## src/rtl/dsl_pkg.sv

```systemverilog
package dsl_pkg;

    localparam int CNT_W  = 4;
    localparam int THR_W  = 4;
    localparam int CFG_W  = 2 * THR_W;
    localparam int CMP_W  = (CNT_W > THR_W) ? CNT_W : THR_W;
    localparam logic [CNT_W-1:0] CNT_MAX = {CNT_W{1'b1}};

    typedef enum logic {
        ST_HUNT = 1'b0,
        ST_SYNC = 1'b1
    } lock_st_t;

    typedef struct packed {
        logic [THR_W-1:0] lose_thr;
        logic [THR_W-1:0] gain_thr;
    } thr_cfg_t;

    typedef struct packed {
        logic             valid;
        logic             good;
    } pred_t;

    function automatic logic [CNT_W-1:0] sat_step(input logic [CNT_W-1:0] cur,
                                                  input logic             up);
        logic [CNT_W-1:0] res;
        if (up) begin
            res = (cur == CNT_MAX) ? cur : cur + CNT_W'(1);
        end else begin
            res = (cur == '0) ? cur : cur - CNT_W'(1);
        end
        return res;
    endfunction

    function automatic logic reaches(input logic [CNT_W-1:0] cnt,
                                     input logic [THR_W-1:0] thr);
        return CMP_W'(cnt) >= CMP_W'(thr);
    endfunction

endpackage

```

## src/rtl/dsl_cfg_reg.sv

```systemverilog
module dsl_cfg_reg
    import dsl_pkg::*;
#(
    parameter logic [THR_W-1:0] RST_LOSE = THR_W'(8),
    parameter logic [THR_W-1:0] RST_GAIN = THR_W'(8)
) (
    input  logic             clk,
    input  logic             rst,
    input  logic             cfg_wr,
    input  logic             cfg_wlock,
    input  logic [CFG_W-1:0] cfg_wdata,
    output thr_cfg_t         cfg_q
);

    logic wr_ok;
    assign wr_ok = cfg_wr & ~cfg_wlock;

    always_ff @(posedge clk) begin
        if (rst) begin
            cfg_q.lose_thr <= RST_LOSE;
            cfg_q.gain_thr <= RST_GAIN;
        end else if (wr_ok) begin
            cfg_q <= thr_cfg_t'(cfg_wdata);
        end
    end

    AST_WLOCK_HOLD: assert property (@(posedge clk) disable iff (rst)
        (cfg_wr && cfg_wlock) |=> $stable(cfg_q));

    AST_WRITE_LANDS: assert property (@(posedge clk) disable iff (rst)
        (cfg_wr && !cfg_wlock) |=> (cfg_q == $past(cfg_wdata)));

endmodule

```

## src/rtl/dsl_conf_ctr.sv

```systemverilog
module dsl_conf_ctr
    import dsl_pkg::*;
(
    input  logic             clk,
    input  logic             rst,
    input  pred_t            pred,
    input  thr_cfg_t         thr,
    output lock_st_t         st_q,
    output logic [CNT_W-1:0] cnt_q
);

    logic             dir_up;
    logic [CNT_W-1:0] stepped;
    logic [THR_W-1:0] exit_thr;
    logic             hit;

    always_comb begin
        if (st_q == ST_SYNC) begin
            dir_up   = ~pred.good;
            exit_thr = thr.lose_thr;
        end else begin
            dir_up   = pred.good;
            exit_thr = thr.gain_thr;
        end
        stepped = sat_step(cnt_q, dir_up);
        hit     = reaches(stepped, exit_thr);
    end

    always_ff @(posedge clk) begin
        if (rst) begin
            st_q  <= ST_HUNT;
            cnt_q <= '0;
        end else if (pred.valid) begin
            if (hit) begin
                st_q  <= (st_q == ST_SYNC) ? ST_HUNT : ST_SYNC;
                cnt_q <= '0;
            end else begin
                cnt_q <= stepped;
            end
        end
    end

    AST_IDLE_HOLD: assert property (@(posedge clk) disable iff (rst)
        !pred.valid |=> ($stable(cnt_q) && $stable(st_q)));

    AST_FLIP_CLEARS: assert property (@(posedge clk) disable iff (rst)
        (st_q != $past(st_q)) |-> (cnt_q == '0));

    AST_STEP_ONE: assert property (@(posedge clk) disable iff (rst)
        pred.valid |=> ((cnt_q == '0) || (cnt_q == $past(cnt_q))
                        || (cnt_q == $past(cnt_q) + CNT_W'(1))
                        || (cnt_q == $past(cnt_q) - CNT_W'(1))));

    AST_ZERO_FLOOR: assert property (@(posedge clk) disable iff (rst)
        (pred.valid && cnt_q == '0 && st_q == ST_HUNT && !pred.good)
        |=> (cnt_q == '0));

endmodule

```

## src/rtl/dsl_lock_monitor.sv

```systemverilog
module dsl_lock_monitor
    import dsl_pkg::*;
#(
    parameter logic [THR_W-1:0] RST_LOSE = THR_W'(8),
    parameter logic [THR_W-1:0] RST_GAIN = THR_W'(8)
) (
    input  logic             clk,
    input  logic             rst,
    input  logic             cfg_wr,
    input  logic             cfg_wlock,
    input  logic [CFG_W-1:0] cfg_wdata,
    output logic [CFG_W-1:0] cfg_rdata,
    input  logic             pred_valid,
    input  logic             pred_good,
    output logic             desc_locked,
    output logic [CNT_W-1:0] conf_cnt
);

    thr_cfg_t thr_q;
    pred_t    pred_in;
    lock_st_t st;

    assign pred_in.valid = pred_valid;
    assign pred_in.good  = pred_good;

    dsl_cfg_reg #(
        .RST_LOSE (RST_LOSE),
        .RST_GAIN (RST_GAIN)
    ) u_cfg (
        .clk       (clk),
        .rst       (rst),
        .cfg_wr    (cfg_wr),
        .cfg_wlock (cfg_wlock),
        .cfg_wdata (cfg_wdata),
        .cfg_q     (thr_q)
    );

    dsl_conf_ctr u_ctr (
        .clk   (clk),
        .rst   (rst),
        .pred  (pred_in),
        .thr   (thr_q),
        .st_q  (st),
        .cnt_q (conf_cnt)
    );

    assign cfg_rdata   = thr_q;
    assign desc_locked = (st == ST_SYNC);

    AST_LOCK_MOVES_ON_STROBE: assert property (@(posedge clk) disable iff (rst)
        (desc_locked != $past(desc_locked)) |-> $past(pred_valid));

endmodule

```

## config.mk

```make
export PLATFORM = sky130hd
export DESIGN_NAME = dsl_lock_monitor
export DESIGN_NICKNAME = d
export VERILOG_FILES = /design/src/rtl/dsl_pkg.sv /design/src/rtl/dsl_cfg_reg.sv /design/src/rtl/dsl_conf_ctr.sv /design/src/rtl/dsl_lock_monitor.sv
export SDC_FILE = /design/constraint.sdc
export NUM_CORES = 1
export LEC_CHECK = 0
export BUFFER_PORTS_ARGS = -buffer_cell sky130_fd_sc_hd__buf_2
export CAP_MARGIN = 20
export CORE_MARGIN = 2
export CORE_UTILIZATION = 50
export CTS_BUF_LIST = sky130_fd_sc_hd__clkbuf_2 sky130_fd_sc_hd__clkbuf_4 sky130_fd_sc_hd__clkbuf_8
export CTS_CLUSTER_SIZE = 8
export DETAILED_ROUTE_END_ITERATION = 10
export PLACE_DENSITY = 0.76
export SLEW_MARGIN = 10
export SYNTH_ARGS = -nofsm -noshare
export SYNTH_HDL_FRONTEND = slang
export SYNTH_HIERARCHICAL = 1
export SYNTH_SLANG_ARGS = --single-unit
```

## constraint.sdc

```tcl
create_clock -name clk -period 3.8 [get_ports clk]
set_input_delay 0.57 -clock clk [delete_from_list [all_inputs] [get_ports clk]]
set_output_delay 0.57 -clock clk [all_outputs]
set_load 0.02 [all_outputs]
```

==> key figures <==
Timing
  • Period utilisation layout: 77.57%
  • Slew Limit Fails: 0
  • Hold Vio Cnt, Final: 0
  • Max Freq: 0.3393 GHz
  • Worst hold slack: 483.9 ps
  • Actual slew at the worst max-slew pin: 663.6 ps
  • Final min period: 2948 ps
  • Max_slew headroom: 55.67%
  • Clock skew: 4.123 ps
  • Setup TNS: 0 ps
  • Final setup viols: 0
  • RSZ-0062 raised after global routing: false

Critical path
  • CP peak stage delay: 490 ps
  • Critical path, cell by cell: inv_1, ha_1, or3b_1, mux2_4, xnor2_1, ha_1, nand2b_1, a31oi_1, o31ai_1, and4b_1
  • Crit. End Element: register
  • CP max FO: 7
  • Slowest-stage cell, CP: o31ai_1
  • Critical path launch point type: register
  • Required @ worst endpoint: 3970 ps
  • Critical path class: reg2reg
  • Critical Path AT: 3120 ps
  • Most frequent CP cell: ha_1
  • Reg-to-reg setup timing slack: 850 ps

Route
  • Vias/cell: 5.685
  • DRT met1 WL: 926 um
  • DR WL met3: 135 um
  • Via count: 955
  • WL met2: 1.115 mm
  • DRT Pass-1 Iters: 4
  • Post-DRT Antenna Nets: 0
  • # DRC: 0
  • Average wire per standard cell: 13.20 um
  • DR top layer: met4
  • Iter 0 DRT Violations: 18
  • Total Routed Length: 2.217 mm

Clocking
  • CTS buffer count: 3
  • Post-CTS Resized: 0
  • H-tree Lvls: 1
  • Post-cts hold buffer count: 0
  • Register clock-pin slew on the reported worst setup and hold paths: 70 ps
  • Clock sinks: 13
  • Clock tree buffer depth: 2
  • Worst-Skew Late Latency: 270 ps
  • Clock tree root buffer cell: clkbuf_4
  • CTS tree: done
  • Setup Buffers After CTS: 0

Synthesis
  • Ys Warns: 6
  • Post-Syn Instances: 117
  • Syn avg cell area: 8.801 um^2
  • Post-synthesis sequential area ratio: 25.27%
  • Cell variety after synth: 39
  • Post-synthesis cell area: 1030 um^2
  • Async S/R FF share, synth: 0%
  • #FFs+latches synth: 13
  • Number of enable flip-flop cells after synthesis: 0
  • Syn_nets: 137
  • Ys flop type: dfxtp_1

Finish
  • Design Area, Final: 1170 um^2
  • Share of layout cells above drive strength 1: 24.82%
  • Final core utilization: 59.63%
  • Number of diodes: 0
  • Synth-to-Final Area Change: 13.61%
  • Layout Nets: 162

Placement
  • Gpl congestion: 0.8752
  • Placed cell area: 1140 um^2
  • Buffers added on ports: 26
  • Post-DP HPWL: 1.715 mm

Floorplanning
  • Die H: 49.38 um
  • # rows: 16
  • Top-Level Pins: 27
  • Chip width: 49.38 um
  • Die Area: 2438 um^2
  • Core Footprint: 1962 um^2
  • Initial Utilization: 52.49%

Run
  • MaxCap Viol Count: 0

Power and ir drop
  • Worst vdd ir: 0.0003079 V
  • Tot Pwr: 0.7430 mW
  • P_leak: 0.5002 nW
  • Power per standard cell area: 635.1 nW/um^2

Status
  • Status: finished, final reports clean

Global routing
  • Largest net degree at the start of global routing: 22
  • Number of global-route vias before repair: 896
  • Total grt overflow: 0
  • Initial antenna violation count: 0
  • First-pass GRT wire length: 3.939 mm
  • GRT Overall Usage: 20.69%

Hold path
  • Worst hold path type: reg2reg
-- placed cells by master (no fill, tap or decap), types with 3 or more instances in the layout --
cell type	n
nand2b_1	9
nor2_1	7
nand3_1	10
nor3b_1	3
inv_1	5
nand4bb_1	6
mux2i_1	6
a31oi_1	3
clkbuf_4	4
o21ai_1	6
dfxtp_1	13
buf_2	26
ha_1	6
a21oi_1	5
-- final timing paths --
kind | startpoint | to | depth (start not counted)
max | u_ctr/cnt_q[0] | u_ctr/cnt_q[1] | 10
min | u_cfg/cfg_q[0] | u_cfg/cfg_q[0] | 2
max reg2reg | u_ctr/cnt_q[0] | u_ctr/cnt_q[1] | 10
min reg2reg | u_cfg/cfg_q[0] | u_cfg/cfg_q[0] | 2
-- per-stage QoR --
step           worst slack [ps]  std cells
2_1_floorplan              1105        117
3_3_place_gp              927.5        164
3_5_place_dp              912.4        164
4_1_cts                   875.8        168
5_1_grt                   635.8        168
6_report                  852.4        168
-- area by class of cell --
class                           count  area (um^2)
Fill cell                         204        792.0
Multi-Input combinational cell     93        696.9
Sequential cell                    13        260.3
Timing Repair Buffer               26        130.1
Tap cell                           27        33.78
Clock buffer                        4        30.03
Inverter                            5        18.77
-- critical path: cells and delay by family (launching register included) --
kind	cells	cell delay, ps
simple gates	3	780
compound gates	2	630
fa+ha+maj	2	510
flops	1	380
mux	1	300
xor+xnor	1	130
buf+inv	1	120
-- state kept, by name (all words and copies together), names as in the netlist --
signal,cells
u_ctr/st_q,1
u_ctr/cnt_q,4
u_cfg/cfg_q,8
-- metal layers --
metal	global-route usage (%)	vias up
li1	-	477
met1	23.45	435
met2	35.36	37
met3	5.521	6
met4	10.65	0
met5	0	-
-- cell families (layout without fill, tap and decap cells) --
logic type	after synthesis	count (layout)	synth area share, %
AND/OR/NAND/NOR	49	49	30.26
AO/OA/AOI/OAI	27	27	16.65
adder cells (fa/ha/maj)	6	6	7.290
multiplexers	8	8	8.384
buffers and inverters	11	35	7.048
XOR/XNOR	3	3	5.104
flip-flops	13	13	25.27
-- synthesized netlist by cell type (2+ instances only) --
cell / instances / area share (%)
a211oi_1: 2 / 1.5
a21o_1: 2 / 1.5
a21oi_1: 5 / 2.4
a31oi_1: 3 / 1.8
and2_1: 2 / 1.2
clkbuf_1: 2 / 0.73
clkbuf_8: 2 / 2.7
dfxtp_1: 13 / 25
ha_1: 6 / 7.3
inv_1: 5 / 1.8
mux2i_1: 6 / 5.8
nand2_1: 2 / 0.73
nand2b_1: 9 / 5.5
nand3_1: 10 / 4.9
nand4bb_1: 6 / 6.6
nor2_1: 7 / 2.6
nor2b_1: 2 / 1.2
nor3_1: 2 / 0.97
nor3b_1: 3 / 2.2
o21ai_0: 2 / 0.97
o21ai_1: 6 / 2.9
o31ai_1: 2 / 1.5
or4_1: 2 / 1.5
-- where the power goes --
| group | leakage (nW) | internal (mW) | total, mW | switching [mW] |
|---|---|---|---|---|
| clock network | 0.0184 | 0.0478 | 0.0919 | 0.0441 |
| registers | 0.106 | 0.158 | 0.211 | 0.0527 |
| logic | 0.375 | 0.200 | 0.440 | 0.241 |
| total | 0.500 | 0.406 | 0.743 | 0.337 |
(Power assumes the default switching activity.)
